[src/rtl/span_copy_pkg.sv]
package span_copy_pkg;

    localparam logic [31:0] SPAN_COPY_OP = 32'h0000_0405;
    localparam int          HDR_WORDS    = 5;
    localparam int          FRAC_BITS    = 3;

    typedef enum logic [3:0] {
        ST_IDLE,
        ST_HEAD,
        ST_LEN,
        ST_SRC,
        ST_DST,
        ST_READ,
        ST_WRITE,
        ST_MARK,
        ST_DONE
    } sc_state_e;

endpackage

[src/rtl/span_fixp_decode.sv]
module span_fixp_decode #(
    parameter int OUT_W = 11,
    parameter int FRAC  = 3,
    parameter int CLAMP = 0
) (
    input  logic [31:0]      raw,
    output logic [OUT_W-1:0] val
);
    logic [31:0] shifted;
    assign shifted = raw >> FRAC;

    generate
        if (CLAMP > 0) begin : g_clamp
            assign val = (shifted > 32'(CLAMP)) ? OUT_W'(CLAMP) : shifted[OUT_W-1:0];
        end else begin : g_trunc
            logic unused_hi;
            assign unused_hi = ^shifted[31:OUT_W];
            assign val = shifted[OUT_W-1:0];
        end
    endgenerate
endmodule

[src/rtl/span_addr_gen.sv]
module span_addr_gen #(
    parameter int ROW_PIX = 1280,
    parameter int ROW_W   = 10,
    parameter int COL_W   = 11,
    parameter int AW      = 21
) (
    input  logic [ROW_W-1:0] row,
    input  logic [COL_W-1:0] col,
    output logic [AW-1:0]    addr
);
    localparam bit POW2 = ((ROW_PIX & (ROW_PIX - 1)) == 0);

    generate
        if (POW2) begin : g_shift
            assign addr = (AW'(row) << $clog2(ROW_PIX)) | AW'(col);
        end else begin : g_mult
            assign addr = AW'(row) * AW'(ROW_PIX) + AW'(col);
        end
    endgenerate
endmodule

[src/rtl/span_dirty_track.sv]
module span_dirty_track #(
    parameter int ROW_W   = 10,
    parameter int COL_W   = 11,
    parameter int ROW_PIX = 1280
) (
    input  logic             clk,
    input  logic             rst_n,
    input  logic             clr,
    input  logic             upd,
    input  logic [ROW_W-1:0] row_a,
    input  logic [ROW_W-1:0] row_b,
    output logic             any,
    output logic [ROW_W-1:0] lo,
    output logic [ROW_W-1:0] hi,
    output logic [COL_W-1:0] col_lo,
    output logic [COL_W-1:0] col_hi
);
    logic [ROW_W-1:0] pair_lo, pair_hi;

    assign pair_lo = (row_a < row_b) ? row_a : row_b;
    assign pair_hi = (row_a < row_b) ? row_b : row_a;

    always_ff @(posedge clk or negedge rst_n) begin
        if (!rst_n) begin
            any    <= 1'b0;
            lo     <= '0;
            hi     <= '0;
            col_lo <= '0;
            col_hi <= '0;
        end else if (clr) begin
            any    <= 1'b0;
            lo     <= '0;
            hi     <= '0;
            col_lo <= '0;
            col_hi <= '0;
        end else if (upd) begin
            any    <= 1'b1;
            lo     <= (!any || pair_lo < lo) ? pair_lo : lo;
            hi     <= (!any || pair_hi > hi) ? pair_hi : hi;
            col_lo <= '0;
            col_hi <= COL_W'(ROW_PIX - 1);
        end
    end
endmodule

[src/rtl/span_copy_engine.sv]
module span_copy_engine
    import span_copy_pkg::*;
#(
    parameter  int PIX_BYTES = 1,
    parameter  int ROW_PIX   = 1280,
    parameter  int ROW_W     = 10,
    parameter  int CMD_AW    = 10,
    localparam int DW        = 8 * PIX_BYTES,
    localparam int COL_W     = $clog2(ROW_PIX),
    localparam int LEN_W     = $clog2(ROW_PIX + 1),
    localparam int FB_WORDS  = (2 ** ROW_W) * ROW_PIX,
    localparam int FB_AW     = $clog2(FB_WORDS)
) (
    input  logic              clk,
    input  logic              rst_n,
    input  logic              start,
    output logic [CMD_AW-1:0] cmd_addr,
    input  logic [31:0]       cmd_data,
    output logic [FB_AW-1:0]  fb_addr,
    output logic              fb_rd_en,
    input  logic [DW-1:0]     fb_rd_data,
    output logic              fb_wr_en,
    output logic [DW-1:0]     fb_wr_data,
    output logic              busy,
    output logic              done,
    output logic              dirty_any,
    output logic [ROW_W-1:0]  dirty_row_lo,
    output logic [ROW_W-1:0]  dirty_row_hi,
    output logic [COL_W-1:0]  dirty_col_lo,
    output logic [COL_W-1:0]  dirty_col_hi
);
    sc_state_e state, state_nx;

    logic [7:0]        span_cnt, span_idx;
    logic [CMD_AW-1:0] ptr;
    logic [LEN_W-1:0]  len_q, col_q, len_dec;
    logic [ROW_W-1:0]  src_q, dst_q, row_dec, fb_row;
    logic              accept, last_col, last_span;

    assign accept    = (state == ST_IDLE) && start && (cmd_data == SPAN_COPY_OP);
    assign last_col  = (col_q + 1'b1) == len_q;
    assign last_span = ({1'b0, span_idx} + 9'd1) == {1'b0, span_cnt};

    span_fixp_decode #(.OUT_W(LEN_W), .FRAC(FRAC_BITS), .CLAMP(ROW_PIX)) u_len_dec (
        .raw(cmd_data), .val(len_dec)
    );

    span_fixp_decode #(.OUT_W(ROW_W), .FRAC(FRAC_BITS), .CLAMP(0)) u_row_dec (
        .raw(cmd_data), .val(row_dec)
    );

    assign fb_row = (state == ST_WRITE) ? dst_q : src_q;

    span_addr_gen #(.ROW_PIX(ROW_PIX), .ROW_W(ROW_W), .COL_W(COL_W), .AW(FB_AW)) u_addr (
        .row(fb_row), .col(col_q[COL_W-1:0]), .addr(fb_addr)
    );

    span_dirty_track #(.ROW_W(ROW_W), .COL_W(COL_W), .ROW_PIX(ROW_PIX)) u_dirty (
        .clk(clk), .rst_n(rst_n),
        .clr(accept), .upd(state == ST_MARK),
        .row_a(src_q), .row_b(dst_q),
        .any(dirty_any), .lo(dirty_row_lo), .hi(dirty_row_hi),
        .col_lo(dirty_col_lo), .col_hi(dirty_col_hi)
    );

    // state register
    always_ff @(posedge clk or negedge rst_n) begin
        if (!rst_n) state <= ST_IDLE;
        else        state <= state_nx;
    end

    // transitions
    always_comb begin
        state_nx = state;
        unique case (state)
            ST_IDLE:  if (accept) state_nx = ST_HEAD;
            ST_HEAD:  state_nx = (cmd_data[31:24] == 8'd0) ? ST_DONE : ST_LEN;
            ST_LEN:   state_nx = ST_SRC;
            ST_SRC:   state_nx = ST_DST;
            ST_DST:   state_nx = (len_q == '0) ? ST_MARK : ST_READ;
            ST_READ:  state_nx = ST_WRITE;
            ST_WRITE: state_nx = last_col ? ST_MARK : ST_READ;
            ST_MARK:  state_nx = last_span ? ST_DONE : ST_LEN;
            ST_DONE:  state_nx = ST_IDLE;
            default:  state_nx = ST_IDLE;
        endcase
    end

    // span datapath registers
    always_ff @(posedge clk or negedge rst_n) begin
        if (!rst_n) begin
            span_cnt <= '0;
            span_idx <= '0;
            ptr      <= '0;
            len_q    <= '0;
            src_q    <= '0;
            dst_q    <= '0;
            col_q    <= '0;
        end else begin
            unique case (state)
                ST_IDLE: if (accept) begin
                    ptr      <= CMD_AW'(HDR_WORDS);
                    span_idx <= '0;
                end
                ST_HEAD:  span_cnt <= cmd_data[31:24];
                ST_LEN: begin
                    len_q <= len_dec;
                    ptr   <= ptr + 1'b1;
                end
                ST_SRC: begin
                    src_q <= row_dec;
                    ptr   <= ptr + 1'b1;
                end
                ST_DST: begin
                    dst_q <= row_dec;
                    ptr   <= ptr + 1'b1;
                    col_q <= '0;
                end
                ST_WRITE: col_q    <= col_q + 1'b1;
                ST_MARK:  span_idx <= span_idx + 1'b1;
                default: ;
            endcase
        end
    end

    // outputs
    always_comb begin
        cmd_addr   = '0;
        fb_rd_en   = 1'b0;
        fb_wr_en   = 1'b0;
        busy       = 1'b0;
        done       = 1'b0;
        fb_wr_data = fb_rd_data;
        unique case (state)
            ST_IDLE:  cmd_addr = '0;
            ST_HEAD:  begin busy = 1'b1; cmd_addr = CMD_AW'(1); end
            ST_LEN,
            ST_SRC,
            ST_DST:   begin busy = 1'b1; cmd_addr = ptr; end
            ST_READ:  begin busy = 1'b1; fb_rd_en = 1'b1; end
            ST_WRITE: begin busy = 1'b1; fb_wr_en = 1'b1; end
            ST_MARK:  busy = 1'b1;
            ST_DONE:  done = 1'b1;
            default:  ;
        endcase
    end
endmodule

[config.mk]
export PLATFORM = sky130hd
export DESIGN_NAME = span_copy_engine
export DESIGN_NICKNAME = d
export VERILOG_FILES = /design/src/rtl/span_copy_pkg.sv /design/src/rtl/span_fixp_decode.sv /design/src/rtl/span_addr_gen.sv /design/src/rtl/span_dirty_track.sv /design/src/rtl/span_copy_engine.sv
export SDC_FILE = /design/constraint.sdc
export NUM_CORES = 1
export LEC_CHECK = 0
export BUFFER_PORTS_ARGS = -buffer_cell sky130_fd_sc_hd__buf_2
export CELL_PAD_IN_SITES_DETAIL_PLACEMENT = 0
export CELL_PAD_IN_SITES_GLOBAL_PLACEMENT = 1
export CORE_MARGIN = 1
export CORE_UTILIZATION = 45
export DETAILED_ROUTE_END_ITERATION = 8
export HOLD_SLACK_MARGIN = 0.05
export PLACE_DENSITY_LB_ADDON = 0.1
export SLEW_MARGIN = 20
export SYNTH_ARGS = -nofsm -noshare
export SYNTH_HDL_FRONTEND = slang
export SYNTH_SLANG_ARGS = --single-unit
[constraint.sdc]
create_clock -name clk -period 13.2 [get_ports clk]
set_input_delay 2.64 -clock clk [delete_from_list [all_inputs] [get_ports clk]]
set_output_delay 2.64 -clock clk [all_outputs]
set_load 0.01 [all_outputs]
==> metrics.csv, run 1 <==
stage;metric;value;unit
clocking;clk_pin_slew;70;ps
synth;yosys.area_share.xor_xnor;7.09;%
clocking;post-cts-setup-buffer-count;0;
global_routing;grt_overflow_total;0;
synth;synth_warnings;0;
synth;synth_area;6550;um2
clocking;root_buffer;clkbuf_16;
pwr;p_switching;0.183;mW
routing;wl_per_cell;16.5;um
global_routing;grt_usage;22.5;%
pwr;p_clk_share;40.5;%
sta;period_share;57.3;%
die;die_h;123;um
sta;max_slew.worst_pin.slew;992;ps
global_routing;grt_pass1_vias;5074;
clocking;hold_buffers;0;
pwr;intPower;0.483;mW
clocking;cts_made_buffers;9;
placed_design;hpwl;12.2;mm
setup_path;end_kind;output pin;
sta;rsz0062_at_grt;false;
clocking;clockBufferDepth;2;
sta;post-route-min-period;7560;ps
die;design.core.area;14000;um2
die;rows;43;
placed_design;gp_congestion;0.858;
synth;synth_compound_area_share;14.3;%
finish;mostFrequentLayoutCell;buf_2;
setup_path;cp_max_fo;24;
clocking;cts_tree;built;
pwr;switching_share;27.5;%
sta;setup_violations;0;
finish;mostFrequentLayoutCells;buf_2, dfrtp_1, nand2_1;
synth;synth-simple-area-share;17.3;%
synth;yosysSeqAreaShare;35.5;%
die;initial_core_util;46.6;%
clocking;cts-resized-gates;0;
die;die_w;123;um
sta;relSlewSlack;33.9;%
finish;diodes;0;
setup_path;critPathKind;reg -> out;
routing;drcViolationCount;0;
sta;final-hold-violation-count;0;
placed_design;port_buffers;99;
finish;final_core_util;51.8;%
clocking;cts.htree.levels;3;
setup_path;worst_ep_required_time;10560;ps
global_routing;grt_max_degree;58;
outcome;outcome;finished clean;
synth;syn_inst;721;
pwr;pwr-share-comb;15.8;%
pwr;peakVddDrop;0.0763;mV
setup_path;arrival;4920;ps
finish;drive_above_1_share;19.6;%
synth;synth.largest_area_cell;dfrtp_1;
flow_run;drv_cap;0;
synth;syn_avg_cell_area;9.08;um2
pwr;seqPwrFrac;43.8;%
pwr;p_leak;3.43;nW
synth;muxShareOfSynthArea;6.95;%
sta;final_max_slew_viol_count;0;
sta;clock_skew;5.04;ps
clocking;clock_latency;350;ps
synth;synth_cell_types;63;
worst_hold_path;min_path_type;reg -> reg;
synth;synth_edf_count;0;
routing;ant_nets;0;
routing;via_count;5265;
finish;seq_area;2330;um2
finish;nFillCells;1323;
finish;multi_input_area;3710;um2
global_routing;antenna_found_initial;0;
die;die_area;15000;um2
clocking;cts_sinks;93;
sta;fin_tns_setup;0;ps
sta;holdWs;506;ps
synth;synth-async-reset-ratio;100;%
setup_path;start_kind;register;
sta;fmax;132;MHz
synth;synth-seq-cells;93;
pwr;power;0.666;mW
routing;vias_per_cell;5.42;
synth;synth_top_family_by_area;simple AND/OR/NAND/NOR gates;
finish;syn2layout_area_growth;11.0;%
global_routing;grt_pass1_wl;26.0;mm
finish;nNetsFinal;881;
die;io_pins;129;
pwr;power_density;91.6;nW/um2
routing;wirelength;16.0;mm
synth;synth_top_area_share;35.5;%
routing;drtIter0Drc;281;
routing;first_pass_iters;4;
synth;ys.flop_type;dfrtp_1;
synth;synth-adder-area-share;10.2;%
synth;netlist_top_cells_area;dfrtp_1, ha_1, o21ai_0;
## metal layers
metal / share of wire, % / GRT usage (%) / up-vias / routed length (um)
li1: - / - / 2594 / -
met2: 48 / 37.7 / 91 / 7640
met5: 0 / 0 / - / 0
met4: 1.6 / 7.16 / 0 / 259
met1: 47 / 29.5 / 2555 / 7490
met3: 3.6 / 3.86 / 25 / 582
## critical path, stage by stage (launching register included)
cell and delay (ps):
dfrtp_1 500, nand2b_1 250, nor2_1 340, nand2_1 490, o21ai_0 570, ha_1 210, ha_1 170, inv_1 60
fa_1 390, nand2b_1 190, a21oi_1 160, xor2_1 270, and3_1 240, nand3_1 140, o31ai_1 270, a221o_1 180
buf_2 120
## power by group through the flow
stage | clock network (mW) | logic (mW) | registers, mW
after floorplan | 0 | 0.0742 | 0.296
after global placement | 0 | 0.104 | 0.297
after detailed placement | 0 | 0.106 | 0.297
after CTS | 0.277 | 0.106 | 0.292
after global routing | 0.287 | 0.120 | 0.292
final | 0.270 | 0.105 | 0.292
## final timing paths
path | start | endpoint | slack [ps] | depth (start not counted)
setup / recovery | state[3] | fb_addr[20] | 5640 | 16
hold / removal | ptr[8] | ptr[8] | 510 | 1
setup reg to reg | src_q[4] | u_dirty.hi[5] | 8830 | 14
hold reg to reg | ptr[8] | ptr[8] | 510 | 1
max in group asynchronous | rst_n | u_dirty.hi[6] | 9820 | 2
min in group asynchronous | rst_n | col_q[9] | 2240 | 1
## area by class of cell
type	count	area share [%]
Multi-Input combinational cell	533	51.0
Sequential cell	93	32.0
Timing Repair Buffer	104	7.37
Clock buffer	11	3.34
Tap cell	180	3.10
Inverter	45	2.32
Clock inverter	5	0.809
## cell usage after synthesis (all sizes together) (2+ instances only)
master,number
inv,45
and3,8
a21o,7
nor3,12
a41oi,4
ha,50
a211oi,4
nor3b,6
o21ai,67
and2,22
a311oi,2
dfrtp,93
xor2,20
a221o,2
nor4,9
nand3,18
or3,3
o2bb2ai,11
xnor2,33
mux2,28
clkbuf,20
o31ai,2
a21oi,21
or4,3
a211o,2
buf,42
fa,2
mux2i,14
nor2b,5
a21boi,2
nand2b,5
nor2,36
a22o,14
nand4,7
nand2,80
or2,5
## flip-flops by register name, summed over array words and instances (netlist names), 8 cells and up
name        cells
col_q          11
len_q          11
dst_q          10
ptr            10
src_q          10
u_dirty.hi     10
u_dirty.lo     10
span_cnt        8
span_idx        8
## stage by stage
step | std cells | setup slack, ps | area (um2)
2_1_floorplan | 733 | 6950 | 6590
3_5_place_dp | 955 | 6050 | 6970
6_report | 971 | 5640 | 7270
5_1_grt | 971 | 5120 | 7270
3_3_place_gp | 955 | 6240 | 6970
4_1_cts | 971 | 5630 | 7270
## logic make-up (layout without fill, tap and decap cells)
family | count (synthesis) | in the layout
other | 1 | 13
muxes | 42 | 42
and+or+nand+nor | 227 | 227
xor gates and xnor gates | 53 | 53
DFF | 93 | 93
adders and majority gates | 52 | 52
AOI/OAI and AO/OA | 146 | 146
buffers and inverters | 107 | 165
(Power assumes the default switching activity.)
==> inputs of run 2 (changes only) <==
Settings changed: CORE_UTILIZATION 45 to 42.
Clock period 13.2 ns to 7.4 ns, I/O delays scaled along.
==> run 2 against run 1 <==
Compared with the run above: count of clock-buffer cells in the layout fell by 2; worst hold slack got worse by 20 ps; clock skew up 5.7 ps; wire length is 0.38% lower; critical path depth unchanged; sequential cell count unchanged; sequential power up 78%; setup slack lost 4700 ps.
==> metrics.csv, run 2 (synthesis results as in run 1) <==
stage;metric;value;unit;change
sta;fmax;155;MHz;
routing;drtIter0Drc;231;;-18%
finish;syn2layout_area_growth;11.5;%;
global_routing;grt_pass1_vias;5040;;-0.67%
finish;mostFrequentLayoutCells;buf_2, dfrtp_1, nand2_1;;
placed_design;port_buffers;99;;unchanged
sta;relSlewSlack;34.1;%;+0.25 points
clocking;clockBufferDepth;2;;unchanged
setup_path;max_stage_delay;600;ps;+30 ps
flow_run;drv_cap;0;;unchanged
setup_path;cp_max_fo;24;;unchanged
clocking;clock_latency;350;ps;about the same
setup_path;reg2reg_to;u_dirty.hi[3];;
sta;max_slew.worst_pin.slew;988;ps;-3.74 ps
routing;ant_nets;0;;unchanged
finish;mostFrequentLayoutCell;buf_2;;
routing;via_count;5283;;+0.34%
die;io_pins;129;;unchanged
finish;design_area;7300;um2;+0.41%
global_routing;antenna_found_initial;0;;unchanged
pwr;p_leak;3.45;nW;+0.53%
clocking;cts_tree;built;;
outcome;outcome;finished clean;;
finish;drive_above_1_share;19.7;%;+0.13 points
setup_path;reg2reg_from;src_q[4];;
routing;wirelength;15.9;mm;-0.38%
sta;fin_tns_setup;0;ps;unchanged
worst_hold_path;holdCritStartpoint;ptr[8];;
finish;diodes;0;;unchanged
sta;final_max_slew_viol_count;0;;unchanged
finish;top_regs;col_q x11, len_q x11;;
die;die_w;127;um;+3.5%
worst_hold_path;min_path_type;reg -> reg;;
sta;period_share;86.9;%;
setup_path;worst_ep_required_time;5920;ps;-4640 ps
clocking;cts-resized-gates;0;;unchanged
die;die_area;16100;um2;+7.0%
finish;final_core_util;48.0;%;-3.8 points
pwr;peakVddDrop;0.128;mV;+68%
finish;nNetsFinal;881;;unchanged
setup_path;critical_path.cell_chain;nand2b_1 -> nor2_1 -> nand2_1 -> o21ai_0 -> ha_1 -> ha_1 -> inv_1 -> fa_1 -> nand2b_1 -> a21oi_1 -> xor2_1 -> and3_1 -> nand3_1 -> o31ai_1 -> a221o_1 -> buf_2;;
worst_hold_path;holdPathEnd;ptr[8];;
clocking;cts_sinks;93;;unchanged
placed_design;hpwl;12.1;mm;-0.20%
global_routing;grt_usage;20.5;%;-2.0 points
sta;final-hold-violation-count;0;;unchanged
setup_path;start_kind;register;;
clocking;hold_buffers;0;;unchanged
sta;post-route-min-period;6430;ps;
placed_design;gp_congestion;0.829;;-3.4%
clocking;root_buffer;clkbuf_16;;
clocking;cts.htree.levels;3;;unchanged
setup_path;arrival;4950;ps;+30 ps
die;initial_core_util;43.1;%;-3.6 points
placed_design;dpl_cell_area;6980;um2;+0.14%
setup_path;r2r_slack;2990;ps;-5840 ps
global_routing;grt_max_degree;62;;+6.9%
global_routing;grt_pass1_wl;26.1;mm;+0.24%
die;design.core.area;15200;um2;+8.3%
routing;wl_per_cell;16.3;um;-1.2%
worst_hold_path;hold_depth;1;;unchanged
sta;setup_violations;0;;unchanged
setup_path;end_kind;output pin;;
setup_path;r2r_cells;13;;-1
clocking;post-cts-setup-buffer-count;0;;unchanged
sta;clock_skew;10.8;ps;+5.73 ps
clocking;cts_made_buffers;9;;unchanged
routing;first_pass_iters;4;;unchanged
clocking;clk_pin_slew;70;ps;about the same
routing;vias_per_cell;5.40;;-0.48%
pwr;power_density;167;nW/um2;+82%
routing;drcViolationCount;0;;unchanged
global_routing;grt_overflow_total;0;;unchanged
setup_path;critPathSlowestCell;o21ai_0;;
die;die_h;127;um;+3.5%
setup_path;critPathKind;reg -> out;;
die;rows;45;;+4.7%
sta;rsz0062_at_grt;false;;
==> run 2: per-stage QoR <==
step | std cells | hold WS, ps | setup WS, ps | total power [mW]
floorplan | 733 | 453 | 2310 | 0.660
global placement | 963 | 466 | 1570 | 0.715
detailed placement | 963 | 476 | 1320 | 0.719
CTS | 979 | 486 | 909 | 1.24
global route | 979 | 502 | 365 | 1.28
finish | 979 | 486 | 969 | 1.22
==> run 2: how the worst max path moves through the flow <==
stage	start	end	slack (ps)	cells after the start
2_1_floorplan	state[3]	fb_addr[20]	2310	17
3_3_place_gp	state[3]	fb_addr[20]	1570	16
3_5_place_dp	state[3]	fb_addr[20]	1320	16
4_1_cts	state[3]	fb_addr[20]	910	16
5_1_grt	state[2]	fb_addr[20]	370	16
6_report	state[3]	fb_addr[20]	970	16
==> run 2: worst max-delay path, delay by kind of cell (launching register included) <==
family	cells	cell delay (ps)
AOI/OAI and AO/OA	4	1170
DFF	1	510
buffers and inverters	2	180
adders and majority gates	3	790
and+or+nand+nor	6	1650
xor gates and xnor gates	1	270
==> run 2: per-layer routing <==
| layer | global-route usage (%) | part of all wire, % |
|---|---|---|
| met5 | 0 | 0 |
| met4 | 6.51 | 1.3 |
| met1 | 27.7 | 47 |
| met2 | 34.2 | 48 |
| met3 | 2.57 | 3.5 |
==> run 2: layout make-up <==
cell class	count	area, um2
fill	1493	7900
multi-input combinational	533	3710
sequential	93	2330
timing repair buffer	104	536
tap	188	235
clock buffer	9	225
inverter	45	169
clock inverter	7	96.3
==> run 2: where the power goes <==
group | internal, mW | switching, mW | total (mW)
Clock | 0.298 | 0.211 | 0.509
Sequential | 0.514 | 0.00681 | 0.520
Combinational | 0.0763 | 0.111 | 0.188
Total | 0.888 | 0.329 | 1.22
